### src/rtl/sq_pkg.sv
// Package: shared state type, register offsets and field positions for the
// queued SPI master. Assumes a 12-bit byte address space.
package sq_pkg;
    typedef enum logic [2:0] {
        SQ_IDLE  = 3'd0,
        SQ_LOAD  = 3'd1,
        SQ_SETUP = 3'd2,
        SQ_SHIFT = 3'd3,
        SQ_GAP   = 3'd4
    } sq_state_t;

    localparam int OFF_DIV    = 'h200;
    localparam int OFF_NEWQ   = 'h210;
    localparam int OFF_ENDQ   = 'h214;
    localparam int OFF_CTRL   = 'h218;
    localparam int OFF_STATUS = 'h220;
    localparam int OFF_CURQ   = 'h224;
    localparam int OFF_TXRAM  = 'h240;
    localparam int OFF_RXRAM  = 'h2C0;
    localparam int OFF_CMDRAM = 'h340;
    localparam int OFF_HOLD   = 'h380;

    localparam int CMD_DLY  = 4;
    localparam int CMD_KEEP = 7;
    localparam int CTL_EN   = 6;
    localparam int CTL_CONT = 7;
endpackage

### src/rtl/sq_shift.sv
// Module: sq_shift
// Byte shifter for SPI mode 0. It moves one byte per start pulse, MSB first.
// SCLK idles low. MISO is sampled on the rising edge and MOSI changes on the
// falling edge. Assumes div_i >= 1 and stays constant during a byte.
module sq_shift #(
    parameter int DIV_W = 8
) (
    input  logic             clk,
    input  logic             rst_n,
    input  logic             start_i,
    input  logic [7:0]       tx_i,
    input  logic [DIV_W-1:0] div_i,
    input  logic             miso_i,
    output logic             sclk_o,
    output logic             mosi_o,
    output logic             done_o,
    output logic [7:0]       rx_o
);
    logic             busy_q, sclk_q, done_q;
    logic [DIV_W-1:0] cnt_q;
    logic [2:0]       bit_q;
    logic [7:0]       sh_q, rx_q;

    // Bit engine: counts half periods, toggles SCLK, samples and shifts.
    always_ff @(posedge clk) begin
        if (!rst_n) begin
            busy_q <= 1'b0;
            sclk_q <= 1'b0;
            done_q <= 1'b0;
            cnt_q  <= '0;
            bit_q  <= '0;
            sh_q   <= '0;
            rx_q   <= '0;
        end else begin
            done_q <= 1'b0;
            if (start_i && !busy_q) begin
                busy_q <= 1'b1;
                cnt_q  <= div_i - 1'b1;
                bit_q  <= '0;
                sh_q   <= tx_i;
            end else if (busy_q) begin
                if (cnt_q == '0) begin
                    cnt_q <= div_i - 1'b1;
                    if (!sclk_q) begin
                        sclk_q <= 1'b1;
                        rx_q   <= {rx_q[6:0], miso_i};
                    end else begin
                        sclk_q <= 1'b0;
                        if (bit_q == 3'd7) begin
                            busy_q <= 1'b0;
                            done_q <= 1'b1;
                        end else begin
                            bit_q <= bit_q + 1'b1;
                            sh_q  <= {sh_q[6:0], 1'b0};
                        end
                    end
                end else begin
                    cnt_q <= cnt_q - 1'b1;
                end
            end
        end
    end

    assign sclk_o = sclk_q;
    assign mosi_o = busy_q & sh_q[7];
    assign done_o = done_q;
    assign rx_o   = rx_q;

    // SCLK must idle low whenever no byte is in flight.
    assert_sclk_idle_low_R2: assert property (@(posedge clk) disable iff (!rst_n)
        !busy_q |-> !sclk_q);
    // A byte ends on a falling SCLK edge.
    assert_byte_ends_falling_R2: assert property (@(posedge clk) disable iff (!rst_n)
        done_q |-> (!sclk_q && $past(sclk_q)));
endmodule

### src/rtl/sq_seq.sv
// Module: sq_seq
// Queue sequencer. It walks the entries from the start index to the end index
// and wraps at DEPTH. It drives the chip selects from each command word and
// decides keep or release per entry and at the end of a run. Assumes DEPTH is
// a power of two.
module sq_seq import sq_pkg::*; #(
    parameter int DEPTH = 16,
    parameter int DIV_W = 8,
    localparam int IDX_W = $clog2(DEPTH)
) (
    input  logic             clk,
    input  logic             rst_n,
    input  logic             start_i,
    input  logic [IDX_W-1:0] new_idx_i,
    input  logic [IDX_W-1:0] end_idx_i,
    input  logic [7:0]       cmd_i,
    input  logic             hold_i,
    input  logic [DIV_W-1:0] div_i,
    input  logic             shift_done_i,
    output logic [IDX_W-1:0] cur_idx_o,
    output logic             busy_o,
    output logic             shift_start_o,
    output logic             rx_we_o,
    output logic             done_set_o,
    output logic [3:0]       cs_n_o
);
    localparam int TW = DIV_W + 2;

    sq_state_t        state_q;
    logic [IDX_W-1:0] cur_q;
    logic [7:0]       cmd_q;
    logic [TW-1:0]    timer_q;
    logic [3:0]       cs_q;
    logic             last_w, keep_w;
    logic             cmd_unused;

    assign last_w = (cur_q == end_idx_i);
    assign keep_w = cmd_q[CMD_KEEP] && (!last_w || hold_i);
    assign cmd_unused = ^{cmd_q[6:5]};

    // Run control: pointer, chip selects and setup/gap timing.
    always_ff @(posedge clk) begin
        if (!rst_n) begin
            state_q <= SQ_IDLE;
            cur_q   <= '0;
            cmd_q   <= '0;
            timer_q <= '0;
            cs_q    <= 4'hF;
        end else begin
            case (state_q)
                SQ_IDLE: begin
                    if (start_i) begin
                        cur_q   <= new_idx_i;
                        state_q <= SQ_LOAD;
                    end else if (cs_q != 4'hF && !hold_i) begin
                        cs_q <= 4'hF;
                    end
                end
                SQ_LOAD: begin
                    cmd_q   <= cmd_i;
                    cs_q    <= cmd_i[3:0];
                    timer_q <= (cmd_i[CMD_DLY] ? {1'b0, div_i, 1'b0} : {2'b00, div_i})
                               - TW'(1);
                    state_q <= SQ_SETUP;
                end
                SQ_SETUP: begin
                    if (timer_q == '0) state_q <= SQ_SHIFT;
                    else               timer_q <= timer_q - 1'b1;
                end
                SQ_SHIFT: begin
                    if (shift_done_i) begin
                        if (!keep_w) cs_q <= 4'hF;
                        if (last_w) begin
                            state_q <= SQ_IDLE;
                        end else begin
                            cur_q <= cur_q + 1'b1;
                            if (keep_w) begin
                                state_q <= SQ_LOAD;
                            end else begin
                                timer_q <= {1'b0, div_i, 1'b0} - TW'(1);
                                state_q <= SQ_GAP;
                            end
                        end
                    end
                end
                SQ_GAP: begin
                    if (timer_q == '0) state_q <= SQ_LOAD;
                    else               timer_q <= timer_q - 1'b1;
                end
                default: state_q <= SQ_IDLE;
            endcase
        end
    end

    assign cur_idx_o     = cur_q;
    assign busy_o        = (state_q != SQ_IDLE);
    assign shift_start_o = (state_q == SQ_SETUP) && (timer_q == '0);
    assign rx_we_o       = (state_q == SQ_SHIFT) && shift_done_i;
    assign done_set_o    = rx_we_o && last_w;
    assign cs_n_o        = cs_q;

    // A start request while idle always begins a run.
    assert_start_leaves_idle_R4: assert property (@(posedge clk) disable iff (!rst_n)
        (state_q == SQ_IDLE && start_i) |=> busy_o);
    // Chip selects are released for the whole inter-entry gap.
    assert_gap_released_R7: assert property (@(posedge clk) disable iff (!rst_n)
        (state_q == SQ_GAP) |-> (cs_n_o == 4'hF));
    // Chip selects do not move while a byte is shifting.
    assert_cs_steady_R6: assert property (@(posedge clk) disable iff (!rst_n)
        (state_q == SQ_SHIFT && $past(state_q) == SQ_SHIFT) |-> $stable(cs_n_o));
endmodule

### src/rtl/sq_regs.sv
// Module: sq_regs
// Register file: divider, queue pointers, control, status, hold register,
// and the transmit, receive and command stores. Transmit and receive use two
// word slots per entry: even slots carry data in the transmit store and odd
// slots in the receive store. Assumes DEPTH <= 16 so that regions don't overlap.
module sq_regs import sq_pkg::*; #(
    parameter int DEPTH  = 16,
    parameter int DIV_W  = 8,
    parameter int ADDR_W = 12,
    localparam int IDX_W = $clog2(DEPTH)
) (
    input  logic              clk,
    input  logic              rst_n,
    input  logic              bus_en,
    input  logic              bus_wr,
    input  logic [ADDR_W-1:0] bus_addr,
    input  logic [31:0]       bus_wdata,
    output logic [31:0]       bus_rdata,
    input  logic              seq_busy_i,
    input  logic [IDX_W-1:0]  cur_idx_i,
    input  logic              rx_we_i,
    input  logic [7:0]        rx_data_i,
    input  logic              done_set_i,
    output logic              start_o,
    output logic [IDX_W-1:0]  new_idx_o,
    output logic [IDX_W-1:0]  end_idx_o,
    output logic [7:0]        cmd_o,
    output logic [7:0]        tx_o,
    output logic [DIV_W-1:0]  div_o,
    output logic              hold_o,
    output logic              irq_o
);
    localparam logic [ADDR_W-1:0] TX_LO  = ADDR_W'(OFF_TXRAM);
    localparam logic [ADDR_W-1:0] TX_HI  = ADDR_W'(OFF_TXRAM + DEPTH * 8);
    localparam logic [ADDR_W-1:0] RX_LO  = ADDR_W'(OFF_RXRAM);
    localparam logic [ADDR_W-1:0] RX_HI  = ADDR_W'(OFF_RXRAM + DEPTH * 8);
    localparam logic [ADDR_W-1:0] CMD_LO = ADDR_W'(OFF_CMDRAM);
    localparam logic [ADDR_W-1:0] CMD_HI = ADDR_W'(OFF_CMDRAM + DEPTH * 4);

    logic [7:0]       tx_mem  [DEPTH];
    logic [7:0]       rx_mem  [DEPTH];
    logic [7:0]       cmd_mem [DEPTH];
    logic [DIV_W-1:0] div_q;
    logic [IDX_W-1:0] new_q, end_q;
    logic             cont_q, start_q, done_q, hold_q;
    logic             busy_any, wr;
    logic             in_tx, in_rx, in_cmd;
    logic [ADDR_W-1:0] off_tx, off_rx, off_cmd;
    logic             wdata_unused;

    assign busy_any = seq_busy_i | start_q;
    assign wr       = bus_en & bus_wr;
    assign in_tx    = (bus_addr >= TX_LO)  && (bus_addr < TX_HI);
    assign in_rx    = (bus_addr >= RX_LO)  && (bus_addr < RX_HI);
    assign in_cmd   = (bus_addr >= CMD_LO) && (bus_addr < CMD_HI);
    assign off_tx   = bus_addr - TX_LO;
    assign off_rx   = bus_addr - RX_LO;
    assign off_cmd  = bus_addr - CMD_LO;
    assign wdata_unused = ^{bus_wdata, off_tx, off_rx, off_cmd};

    // Register and store updates from bus writes and the sequencer.
    always_ff @(posedge clk) begin
        if (!rst_n) begin
            div_q   <= DIV_W'(1);
            new_q   <= '0;
            end_q   <= '0;
            cont_q  <= 1'b0;
            start_q <= 1'b0;
            done_q  <= 1'b0;
            hold_q  <= 1'b0;
            for (int i = 0; i < DEPTH; i++) begin
                tx_mem[i]  <= '0;
                rx_mem[i]  <= '0;
                cmd_mem[i] <= '0;
            end
        end else begin
            start_q <= 1'b0;
            if (wr) begin
                if (bus_addr == ADDR_W'(OFF_DIV))
                    div_q <= (bus_wdata[DIV_W-1:0] == '0) ? DIV_W'(1) : bus_wdata[DIV_W-1:0];
                if (bus_addr == ADDR_W'(OFF_NEWQ)) new_q <= bus_wdata[IDX_W-1:0];
                if (bus_addr == ADDR_W'(OFF_ENDQ)) end_q <= bus_wdata[IDX_W-1:0];
                if (bus_addr == ADDR_W'(OFF_CTRL) && !busy_any) begin
                    cont_q  <= bus_wdata[CTL_CONT];
                    start_q <= bus_wdata[CTL_EN];
                end
                if (bus_addr == ADDR_W'(OFF_STATUS) && !bus_wdata[0]) done_q <= 1'b0;
                if (bus_addr == ADDR_W'(OFF_HOLD)) hold_q <= bus_wdata[0];
                if (in_tx && !off_tx[2]) tx_mem[off_tx[IDX_W+2:3]] <= bus_wdata[7:0];
                if (in_cmd) cmd_mem[off_cmd[IDX_W+1:2]] <= bus_wdata[7:0];
            end
            if (done_set_i) done_q <= 1'b1;
            if (rx_we_i) rx_mem[cur_idx_i] <= rx_data_i;
        end
    end

    // Read multiplexer, combinational from the address.
    always_comb begin
        bus_rdata = '0;
        if (bus_en) begin
            if (bus_addr == ADDR_W'(OFF_DIV))    bus_rdata = 32'(div_q);
            if (bus_addr == ADDR_W'(OFF_NEWQ))   bus_rdata = 32'(new_q);
            if (bus_addr == ADDR_W'(OFF_ENDQ))   bus_rdata = 32'(end_q);
            if (bus_addr == ADDR_W'(OFF_CTRL))   bus_rdata = 32'({cont_q, busy_any, 6'b0});
            if (bus_addr == ADDR_W'(OFF_STATUS)) bus_rdata = 32'(done_q);
            if (bus_addr == ADDR_W'(OFF_CURQ))   bus_rdata = 32'(cur_idx_i);
            if (bus_addr == ADDR_W'(OFF_HOLD))   bus_rdata = 32'(hold_q);
            if (in_tx && !off_tx[2]) bus_rdata = 32'(tx_mem[off_tx[IDX_W+2:3]]);
            if (in_rx && off_rx[2])  bus_rdata = 32'(rx_mem[off_rx[IDX_W+2:3]]);
            if (in_cmd)              bus_rdata = 32'(cmd_mem[off_cmd[IDX_W+1:2]]);
        end
    end

    assign start_o   = start_q;
    assign new_idx_o = new_q;
    assign end_idx_o = end_q;
    assign cmd_o     = cmd_mem[cur_idx_i];
    assign tx_o      = tx_mem[cur_idx_i];
    assign div_o     = div_q;
    assign hold_o    = cont_q | hold_q;
    assign irq_o     = done_q;

    // Completion always raises the interrupt on the following cycle.
    assert_done_raises_irq_R5: assert property (@(posedge clk) disable iff (!rst_n)
        done_set_i |=> irq_o);
endmodule

### src/rtl/sq_spi_master.sv
// Module: sq_spi_master (top)
// Queued SPI master. It ties together the register file, the queue sequencer
// and the byte shifter. Assumes a single clock domain and that MISO has
// already been synchronised.
module sq_spi_master #(
    parameter int DEPTH  = 16,
    parameter int DIV_W  = 8,
    parameter int ADDR_W = 12
) (
    input  logic              clk,
    input  logic              rst_n,
    input  logic              bus_en,
    input  logic              bus_wr,
    input  logic [ADDR_W-1:0] bus_addr,
    input  logic [31:0]       bus_wdata,
    output logic [31:0]       bus_rdata,
    output logic              sclk,
    output logic              mosi,
    input  logic              miso,
    output logic [3:0]        cs_n,
    output logic              irq
);
    localparam int IDX_W = $clog2(DEPTH);

    logic             start_w, hold_w, busy_w, sh_start_w, sh_done_w;
    logic             rx_we_w, done_set_w;
    logic [IDX_W-1:0] new_w, end_w, cur_w;
    logic [7:0]       cmd_w, tx_w, rx_w;
    logic [DIV_W-1:0] div_w;

    sq_regs #(.DEPTH(DEPTH), .DIV_W(DIV_W), .ADDR_W(ADDR_W)) u_regs (
        .clk(clk), .rst_n(rst_n), .bus_en(bus_en), .bus_wr(bus_wr),
        .bus_addr(bus_addr), .bus_wdata(bus_wdata), .bus_rdata(bus_rdata),
        .seq_busy_i(busy_w), .cur_idx_i(cur_w), .rx_we_i(rx_we_w),
        .rx_data_i(rx_w), .done_set_i(done_set_w), .start_o(start_w),
        .new_idx_o(new_w), .end_idx_o(end_w), .cmd_o(cmd_w), .tx_o(tx_w),
        .div_o(div_w), .hold_o(hold_w), .irq_o(irq)
    );

    sq_seq #(.DEPTH(DEPTH), .DIV_W(DIV_W)) u_seq (
        .clk(clk), .rst_n(rst_n), .start_i(start_w), .new_idx_i(new_w),
        .end_idx_i(end_w), .cmd_i(cmd_w), .hold_i(hold_w), .div_i(div_w),
        .shift_done_i(sh_done_w), .cur_idx_o(cur_w), .busy_o(busy_w),
        .shift_start_o(sh_start_w), .rx_we_o(rx_we_w),
        .done_set_o(done_set_w), .cs_n_o(cs_n)
    );

    sq_shift #(.DIV_W(DIV_W)) u_shift (
        .clk(clk), .rst_n(rst_n), .start_i(sh_start_w), .tx_i(tx_w),
        .div_i(div_w), .miso_i(miso), .sclk_o(sclk), .mosi_o(mosi),
        .done_o(sh_done_w), .rx_o(rx_w)
    );
endmodule

### config.mk
export PLATFORM = sky130hd
export DESIGN_NAME = sq_spi_master
export DESIGN_NICKNAME = d
export VERILOG_FILES = /design/src/rtl/sq_pkg.sv /design/src/rtl/sq_shift.sv /design/src/rtl/sq_seq.sv /design/src/rtl/sq_regs.sv /design/src/rtl/sq_spi_master.sv
export SDC_FILE = /design/constraint.sdc
export NUM_CORES = 1
export LEC_CHECK = 0
export BUFFER_PORTS_ARGS = -buffer_cell sky130_fd_sc_hd__buf_2
export CAP_MARGIN = 30
export CORE_MARGIN = 3
export CORE_UTILIZATION = 53
export DETAILED_ROUTE_END_ITERATION = 8
export PLACE_DENSITY = 0.7
export RECOVER_POWER = 100
export SYNTH_ARGS = -nofsm -noshare
export SYNTH_HDL_FRONTEND = slang
export SYNTH_SLANG_ARGS = --single-unit
export TNS_END_PERCENT = 30
### constraint.sdc
create_clock -name clk -period 3.6 [get_ports clk]
set_input_delay 0.36 -clock clk [delete_from_list [all_inputs] [get_ports clk]]
set_output_delay 0.36 -clock clk [all_outputs]
set_load 0.02 [all_outputs]
# After elaboration in Yosys (flattened, before gate mapping)
# Memory sizes are Yosys's and may differ from the RTL's. A register that Yosys moved wholly into a read port is not among the register bits.
# Index checks and enable logic that the tools add are counted.
# totals
mem_bits_rw,384
regBits,79
memories,3
mem_bits_ro,0
elab_cells,203
latch_bits,0
inputBits,49
# memory_table
name,words,word_bits,rd,rd_ports_with_merged_regs,wr,line_no,rtl
u_regs.cmd_mem,16,8,2,1,16,sq_regs.sv:42,logic [7:0] cmd_mem [DEPTH];
u_regs.rx_mem,16,8,1,0,16,sq_regs.sv:41,logic [7:0] rx_mem [DEPTH];
u_regs.tx_mem,16,8,2,1,16,sq_regs.sv:40,logic [7:0] tx_mem [DEPTH];
# op_classes
multipliers,0
order_cmp,6
mux,77
bitwise,10
eq_ne,24
n_reduce_logical,54
shift,0
add_sub_neg,10
n_div,0
# ops
operator,count
$mux 8,22
$eq 12x10->1 const B,7
$mux 4,14
$mux 10,4
$ge 12x10->1 const B,3
$lt 12x10->1 const B,3
$mux 32,1
$pmux 10 s3,1
$mux 1,25
$reduce_or 8->1,3
$reduce_and 4->1,5
$sub 10x1->10 const B,2
$mux 3,6
$logic_not 8->1,2
$sub 8x1->8 const B,2
$pmux 3 s5,1
$sub 7x7->7 const B,2
$logic_and 1x1->1,13
$pmux 4 s3,1
$reduce_and 2->1,6
$reduce_bool 2->1,6
$logic_not 10->1,1
$ne 2x1->1 const B,5
$ne 2x2->1 const B,5
22 further kinds,41

# Depth between registers and ports, before layout
# Gate-level depths: netlist of the first run.
# logic_depth
ltp_word,12
depth_mapped,12
depth_no_buf,10

# Cells and area by module
# A second synthesis of the first run with hierarchy kept.
# unflattened
cells_unflattened,1846
area_unflattened_um2,24765.0
# by_module_without_submodules
module,n_inst,area_each_um2,cells_per_inst,seq_area_each_um2
sq_regs,1,21369.2,1434,11931.4
sq_seq,1,1814.2,240,440.4
sq_shift,1,1581.5,172,600.6

# Worst setup path after synthesis of the first run
# No wires, ideal clock.
# synth_timing
path_kind,input-to-output
startpoint,input bus_addr[3]
endpoint,output bus_rdata[6]
t_arrival_ps,2600
path_buffers,2
path_slack_ps,640
stages,7
required_ps,3240
path_cell_list,buf_2 > buf_1 > mux4_2 > mux4_2 > a21oi_1 > o211ai_1 > and2_1
# synth_between
elab_chain_cells,12
# synth_rtl
item,line_no,rtl
"start, declared",sq_spi_master.sv:14,"input logic [ADDR_W-1:0] bus_addr,"
"parallel branches: the longest is 10 deep, another holds $mem_v2 16x8",n/a,
$mux 8 *,sq_regs.sv:110,if (in_cmd) bus_rdata = 32'(cmd_mem[off_cmd[IDX_W+1:2]]);
$mux 32 *,sq_regs.sv:100,if (bus_en) begin
"end, declared",sq_spi_master.sv:16,"output logic [31:0] bus_rdata,"
# Every way passes the cells marked *.

# Worst setup path in the final report of the first run
# layout_timing
startpoint,input bus_addr[3]
endpoint,output bus_rdata[3]
# The elaborated chain is that of the path after synthesis.

==> results.py, run 1 <==
metrics = {
    "layout": {
        "layout-drive-gt1-share_pct": 17.7,
        "fin_cells": 2494,
        "final_cell_mix": "edfxtp_1 (384), and2_0 (244), mux4_2 (179)",
        "final_common_cell": "edfxtp_1",
        "syn2layout_area_growth_pct": 10.4,
        "utilization_pct": 59.4,
        "final_nets": 1919,
    },
    "setup_path": {
        "cp_num_buf_inv": 3,
        "path_max_fanout": 36,
        "cp-end-kind": "primary output",
        "startpoint": "bus_addr[3]",
        "reg2reg_slack_ns": 0.32,
        "critPathRequiredTime_ns": 3.24,
        "crit_cells": 7,
        "crit_chain": "buf_6, buf_12, mux4_2, mux4_2, a221oi_1, a21oi_1, clkbuf_2",
        "rr_startpoint": "u_seq.state_q[0]",
        "start_kind": "input pin",
        "worstReg2RegEnd": "u_regs.rx_mem[3][6]",
        "path_delay_family": "multiplexers",
        "crit_top_cell": "mux4_2",
        "cp_slowest_stage_delay_ns": 0.57,
        "reg2reg_depth": 7,
        "critical_path_class": "in -> out",
        "crit_slowest_cell": "a221oi_1",
        "crit_arrival_ns": 3.14,
    },
    "sta": {
        "rsz0062_at_grt": "no",
        "fin_crit_ns": 3.50,
        "setup_violations": 0,
        "tightest_slew_ns": 1.19,
        "setup_ws_ns": 0.100,
        "max_freq_ghz": 0.286,
        "hold_ws_ns": 0.0676,
        "clock_skew_ns": 0.0167,
        "drv_slew": 0,
        "fin_setup_tns_ns": 0,
        "max_slew_margin_pct": 20.6,
        "min_period_over_period_pct": 97.2,
        "hold_viol_final": 0,
    },
    "logic_synthesis": {
        "synth_cell_types": 61,
        "synthArstFlopShare_pct": 0,
        "synth_edf_count": 384,
        "synth_area_sq_mm": 0.0239,
        "synth_area_leader_cell": "edfxtp_1",
        "yosysWarnings": 0,
        "yosysSeqAreaShare_pct": 54.7,
        "syn_inst": 1798,
        "yosys-top-cells-area": "edfxtp_1 (48%), mux4_2 (17%), and2_1 (10%)",
        "yosysTopAreaCellShare_pct": 48.3,
        "ys_seq_elements": 460,
        "avgSynthCellArea_sq_um": 13.3,
        "synth-main-ff-cell": "edfxtp_1",
    },
    "place": {
        "dpl.cell_count": 2401,
        "numPortBuffers": 39,
        "dp_slack_ns": 0.189,
        "gp_congestion": 0.863,
        "dp_hpwl_um": 43300,
    },
    "clock_tree": {
        "clkLatencyLatePin_ns": 0.62,
        "cts_root_buffer": "clkbuf_16",
        "cts_max_level": 2,
        "ctsHoldBuffers": 0,
        "post-cts-setup-buffer-count": 0,
        "clk_path_buf_depth": 3,
        "clkSlewWorstSetupHoldPaths_ns": 0.06,
        "cts_tree": "done",
        "cts.sinks": 460,
        "cts_resized": 0,
        "cts_inserted_buffers": 49,
    },
    "detailed_routing": {
        "drc_errors": 0,
        "drt-initial-drc-count": 1902,
        "viasPerCell": 6.21,
        "ant_nets": 0,
        "drt_first_pass_iters": 6,
        "wirelength_um": 62200,
        "vias": 15488,
        "routedWlPerCell_um": 24.9,
    },
    "power": {
        "leakagePower_nw": 8.69,
        "power_density_mw_per_mm2": 470,
        "peakVddDrop_uv": 372,
    },
    "floorplan": {
        "core_sq_mm": 0.0444,
        "fp.dieH_um": 218,
        "die_w_um": 218,
        "ios": 88,
        "rows": 77,
        "die-area_sq_mm": 0.0476,
        "initial_core_util_pct": 53.8,
    },
    "grt": {
        "overflow": 0,
        "top_usage_layer": "met2",
        "grt_pass1_vias": 15220,
        "grt_usage_pct": 26.6,
        "grt_pass1_wl_um": 94500,
        "antenna_found_initial": 2,
        "grt_max_degree": 68,
        "grt_util_met3_pct": 5.30,
        "grt_use_met2_pct": 41.6,
        "use_met1_pct": 37.3,
    },
    "worst_hold_path": {
        "worst_hold_path.endpoint": "u_shift.rx_o[0]",
        "worstHoldStart": "miso",
        "min_path_cells": 3,
        "hold_class": "in -> reg",
    },
    "flow_run": {
        "drv_cap": 0,
    },
    "run_status": {
        "status": "finished clean",
    },
}
[sequential cells by signal, indices dropped and copies added (netlist names), 3 cells and up, named ones only]
name,cells
u_regs.cmd_mem,128
u_regs.rx_mem,128
u_regs.tx_mem,128
u_seq.timer_q,10
u_regs.div_o,8
u_shift.cnt_q,8
u_shift.rx_o,8
u_shift.sh_q,8
u_regs.end_idx_o,4
u_regs.new_idx_o,4
u_seq.cs_n_o,4
u_seq.cur_idx_o,4
u_seq.state_q,3
u_shift.bit_q,3
[per-stage QoR]
stage	total power, W	cell area, sq um
after floorplan	0.00706	24000
after global placement	0.00745	25000
after detailed placement	0.00749	25000
after CTS	0.0125	26600
after global routing	0.0128	26400
final	0.0124	26400
[Yosys cell counts, drive strengths merged (2+ instances only)]
cell and n:
nand3b 6, or2 5, mux2i 51, or4 4, xor2 3, o21ai 68
o22ai 9, or3 5, a31oi 8, o31ai 2, mux4 179, mux2 3
nor3 28, nand3 15, and3 5, nor4 10, and2 391, o31a 4
a211oi 16, nor2 116, a221oi 12, inv 15, a21oi 49, dfxtp 76
nand2 78, o221ai 3, and4 3, nand2b 21, nor2b 17, buf 63
ha 10, xnor2 17, edfxtp 384, nand4 5, nor3b 4, o211ai 8
clkbuf 86, a22oi 8
[area by class of cell]
class,count,area (sq um)
Clock buffer,58,1260
Clock inverter,33,309
Tap cell,592,741
Multi-Input combinational cell,1197,10200
Timing Repair Buffer,137,773
Antenna cell,2,5.00
Sequential cell,460,13100
Inverter,15,56.3
Fill cell,3448,18000
[tightest hold or removal path, cell delays in order]
cell and delay, ns:
buf_2 0.13, mux2i_1 0.08, nor2_1 0.07
[cell families after synthesis]
| group | after synthesis | synth area share, % |
|---|---|---|
| AND/OR/NAND/NOR | 715 | 16.8 |
| buffers and inverters | 164 | 3.10 |
| adder cells (fa/ha/maj) | 10 | 0.524 |
| AO/OA/AOI/OAI | 195 | 5.03 |
| multiplexers | 233 | 19.2 |
| flip-flops | 460 | 54.7 |
| other | 1 | 0.0157 |
| XOR/XNOR | 20 | 0.733 |
[worst max path at each step]
stage / to / slack, ns
final: bus_rdata[3] / 0.10
after global routing: bus_rdata[3] / 0.03
after CTS: bus_rdata[3] / 0.18
after detailed placement: bus_rdata[3] / 0.19
after global placement: bus_rdata[3] / 0.25
after floorplan: bus_rdata[6] / 0.64
[report_power, final]
group	switching (W)	internal, W
clock network	0.00220	0.00282
registers	0.000158	0.00600
logic	0.000723	0.000497
[metal layers]
metal | vias to the layer above | wire length (um)
met5 | - | 31
met3 | 126 | 5330
li1 | 6822 | -
met2 | 724 | 29400
met4 | 4 | 2360
met1 | 7812 | 25100
Note: power is estimated with default switching activity, not from simulation.
==> run 2, diff against run 1 <==
CELL_PAD_IN_SITES_DETAIL_PLACEMENT = 2   (was not set)
CELL_PAD_IN_SITES_GLOBAL_PLACEMENT = 2   (was not set)
CORE_UTILIZATION = 45   (was 53)
PLACE_DENSITY = not set   (was 0.7)
PLACE_DENSITY_LB_ADDON = 0.1   (was not set)
==> results.py, run 2 (synthesized netlist as in run 1, its figures left out) <==
metrics = {
    "sta": {
        "hold_viol_final": 0,
        "fin_crit_ns": 3.51,
        "tightest_slew_ns": 1.31,
        "setup_violations": 0,
        "drv_slew": 0,
        "rsz0062_at_grt": "no",
        "max_slew_margin_pct": 12.9,
        "fin_setup_tns_ns": 0,
        "clock_skew_ns": 0.0274,
        "min_period_over_period_pct": 97.6,
        "max_freq_ghz": 0.285,
    },
    "grt": {
        "grt_usage_pct": 29.1,
        "grt_pass1_vias": 17551,
        "antenna_found_initial": 5,
        "grt_max_degree": 44,
        "grt_pass1_wl_um": 122000,
        "overflow": 0,
    },
    "flow_run": {
        "drv_cap": 0,
    },
    "setup_path": {
        "critical_path_class": "reg -> out",
        "cp_slowest_stage_delay_ns": 0.53,
        "crit_top_cell": "mux4_2",
        "crit_arrival_ns": 3.15,
        "path_max_fanout": 1,
        "worstReg2RegEnd": "u_shift.sh_q[2]",
        "crit_chain": "mux4_2, mux4_2, nor2b_1, a21oi_1, o211ai_1, and2_0, buf_2",
        "cp-end-kind": "primary output",
        "cp_num_buf_inv": 1,
        "start_kind": "register",
        "crit_slowest_cell": "mux4_2",
        "reg2reg_depth": 7,
        "path_delay_family": "multiplexers",
        "critPathRequiredTime_ns": 3.24,
        "reg2reg_slack_ns": 0.30,
    },
    "power": {
        "leakagePower_nw": 8.71,
        "power.switching_w": 0.00332,
        "p_int_w": 0.00962,
        "p_clk_share_pct": 42.1,
        "p_comb_share_pct": 10.1,
        "peakVddDrop_uv": 353,
        "swShare_pct": 25.7,
        "seq_power_share_pct": 47.8,
        "power_density_mw_per_mm2": 485,
    },
    "place": {
        "dp_hpwl_um": 55700,
        "gp_congestion": 0.813,
        "dpl_cell_area_sq_mm": 0.0252,
        "numPortBuffers": 39,
    },
    "detailed_routing": {
        "wirelength_um": 80800,
        "vias": 16011,
        "routedWlPerCell_um": 31.1,
        "ant_nets": 0,
        "drt_first_pass_iters": 5,
        "viasPerCell": 6.17,
        "drc_errors": 0,
        "drt-initial-drc-count": 1207,
    },
    "clock_tree": {
        "cts_max_level": 2,
        "cts_root_buffer": "clkbuf_16",
        "clk_path_buf_depth": 3,
        "clkSlewWorstSetupHoldPaths_ns": 0.06,
        "cts.sinks": 460,
        "clkLatencyLatePin_ns": 0.64,
        "post-cts-setup-buffer-count": 0,
        "cts_tree": "done",
        "cts_inserted_buffers": 52,
        "ctsHoldBuffers": 1,
        "cts_resized": 0,
    },
    "layout": {
        "syn2layout_area_growth_pct": 11.6,
        "final_common_cell": "edfxtp_1",
        "final_cell_mix": "edfxtp_1 (384), and2_0 (325), mux4_2 (179)",
        "stdcell_area_sq_mm": 0.0266,
        "final_nets": 1930,
        "layout-drive-gt1-share_pct": 18.2,
        "reg_top3": "u_regs.cmd_mem (128), u_regs.rx_mem (128), u_regs.tx_mem (128)",
    },
    "worst_hold_path": {
        "min_path_cells": 3,
        "hold_class": "in -> reg",
        "worst_hold_path.endpoint": "u_shift.sh_q[1]",
        "worstHoldStart": "rst_n",
    },
    "floorplan": {
        "die-area_sq_mm": 0.0559,
        "initial_core_util_pct": 46.0,
        "rows": 83,
        "ios": 88,
        "core_sq_mm": 0.0519,
        "die_w_um": 236,
        "fp.dieH_um": 236,
    },
    "run_status": {
        "status": "finished clean",
    },
}
-- run 2: layout make-up --
type | count | area, sq um
Fill cell | 4928 | 25300
Sequential cell | 460 | 13100
Tap cell | 680 | 851
Inverter | 15 | 56.3
Antenna cell | 2 | 5.00
Clock buffer | 70 | 1400
Multi-Input combinational cell | 1197 | 10200
Clock inverter | 26 | 310
Timing Repair Buffer | 145 | 805
-- run 2: through the flow --
step	instances	util [%]	power (W)	worst slack (ns)	hold slack [ns]
5_1_grt	2593	51.3	0.0133	0.0410	0.264
3_3_place_gp	2496	48.5	0.00751	0.227	0.471
6_report	2595	51.3	0.0129	0.0867	0.242
3_5_place_dp	2496	48.5	0.00760	0.239	0.481
2_1_floorplan	1821	-	0.00706	0.640	0.445
4_1_cts	2593	51.8	0.0130	0.0781	0.217
-- run 2: power groups by stage --
stage	clock [W]	sequential (W)	combinational, W
3_3_place_gp	0	0.00624	0.00127
2_1_floorplan	0	0.00619	0.000869
6_report	0.00544	0.00618	0.00131
4_1_cts	0.00552	0.00617	0.00134
5_1_grt	0.00572	0.00620	0.00141
3_5_place_dp	0	0.00628	0.00132
-- run 2: worst max path at each step --
stage / cells past startpoint / start / endpoint
2_1_floorplan: 7 / bus_addr[3] / bus_rdata[6]
3_3_place_gp: 6 / bus_addr[2] / bus_rdata[3]
3_5_place_dp: 8 / bus_addr[3] / bus_rdata[6]
4_1_cts: 7 / u_regs.rx_mem[11][6] / bus_rdata[6]
5_1_grt: 7 / u_regs.rx_mem[11][6] / bus_rdata[6]
6_report: 7 / u_regs.rx_mem[11][6] / bus_rdata[6]
-- run 2: routing by layer --
metal | wire length, um | global-route usage, % | vias up | share of wire (%)
met1 | 33300 | 39.0 | 8535 | 41
li1 | - | - | 6836 | -
met4 | 2860 | 9.71 | 4 | 3.5
met2 | 40300 | 49.3 | 496 | 50
met5 | 23 | 0 | - | 0.028
met3 | 4220 | 3.78 | 140 | 5.2
-- run 2: worst reg2reg max path: stages (launching register included) --
cell	delay (ns)
dfxtp_2	0.54
clkbuf_2	1.05
mux4_2	0.64
nor2b_1	0.16
a211oi_1	0.37
a211oi_1	0.11
a221oi_1	0.26
nor2_1	0.06
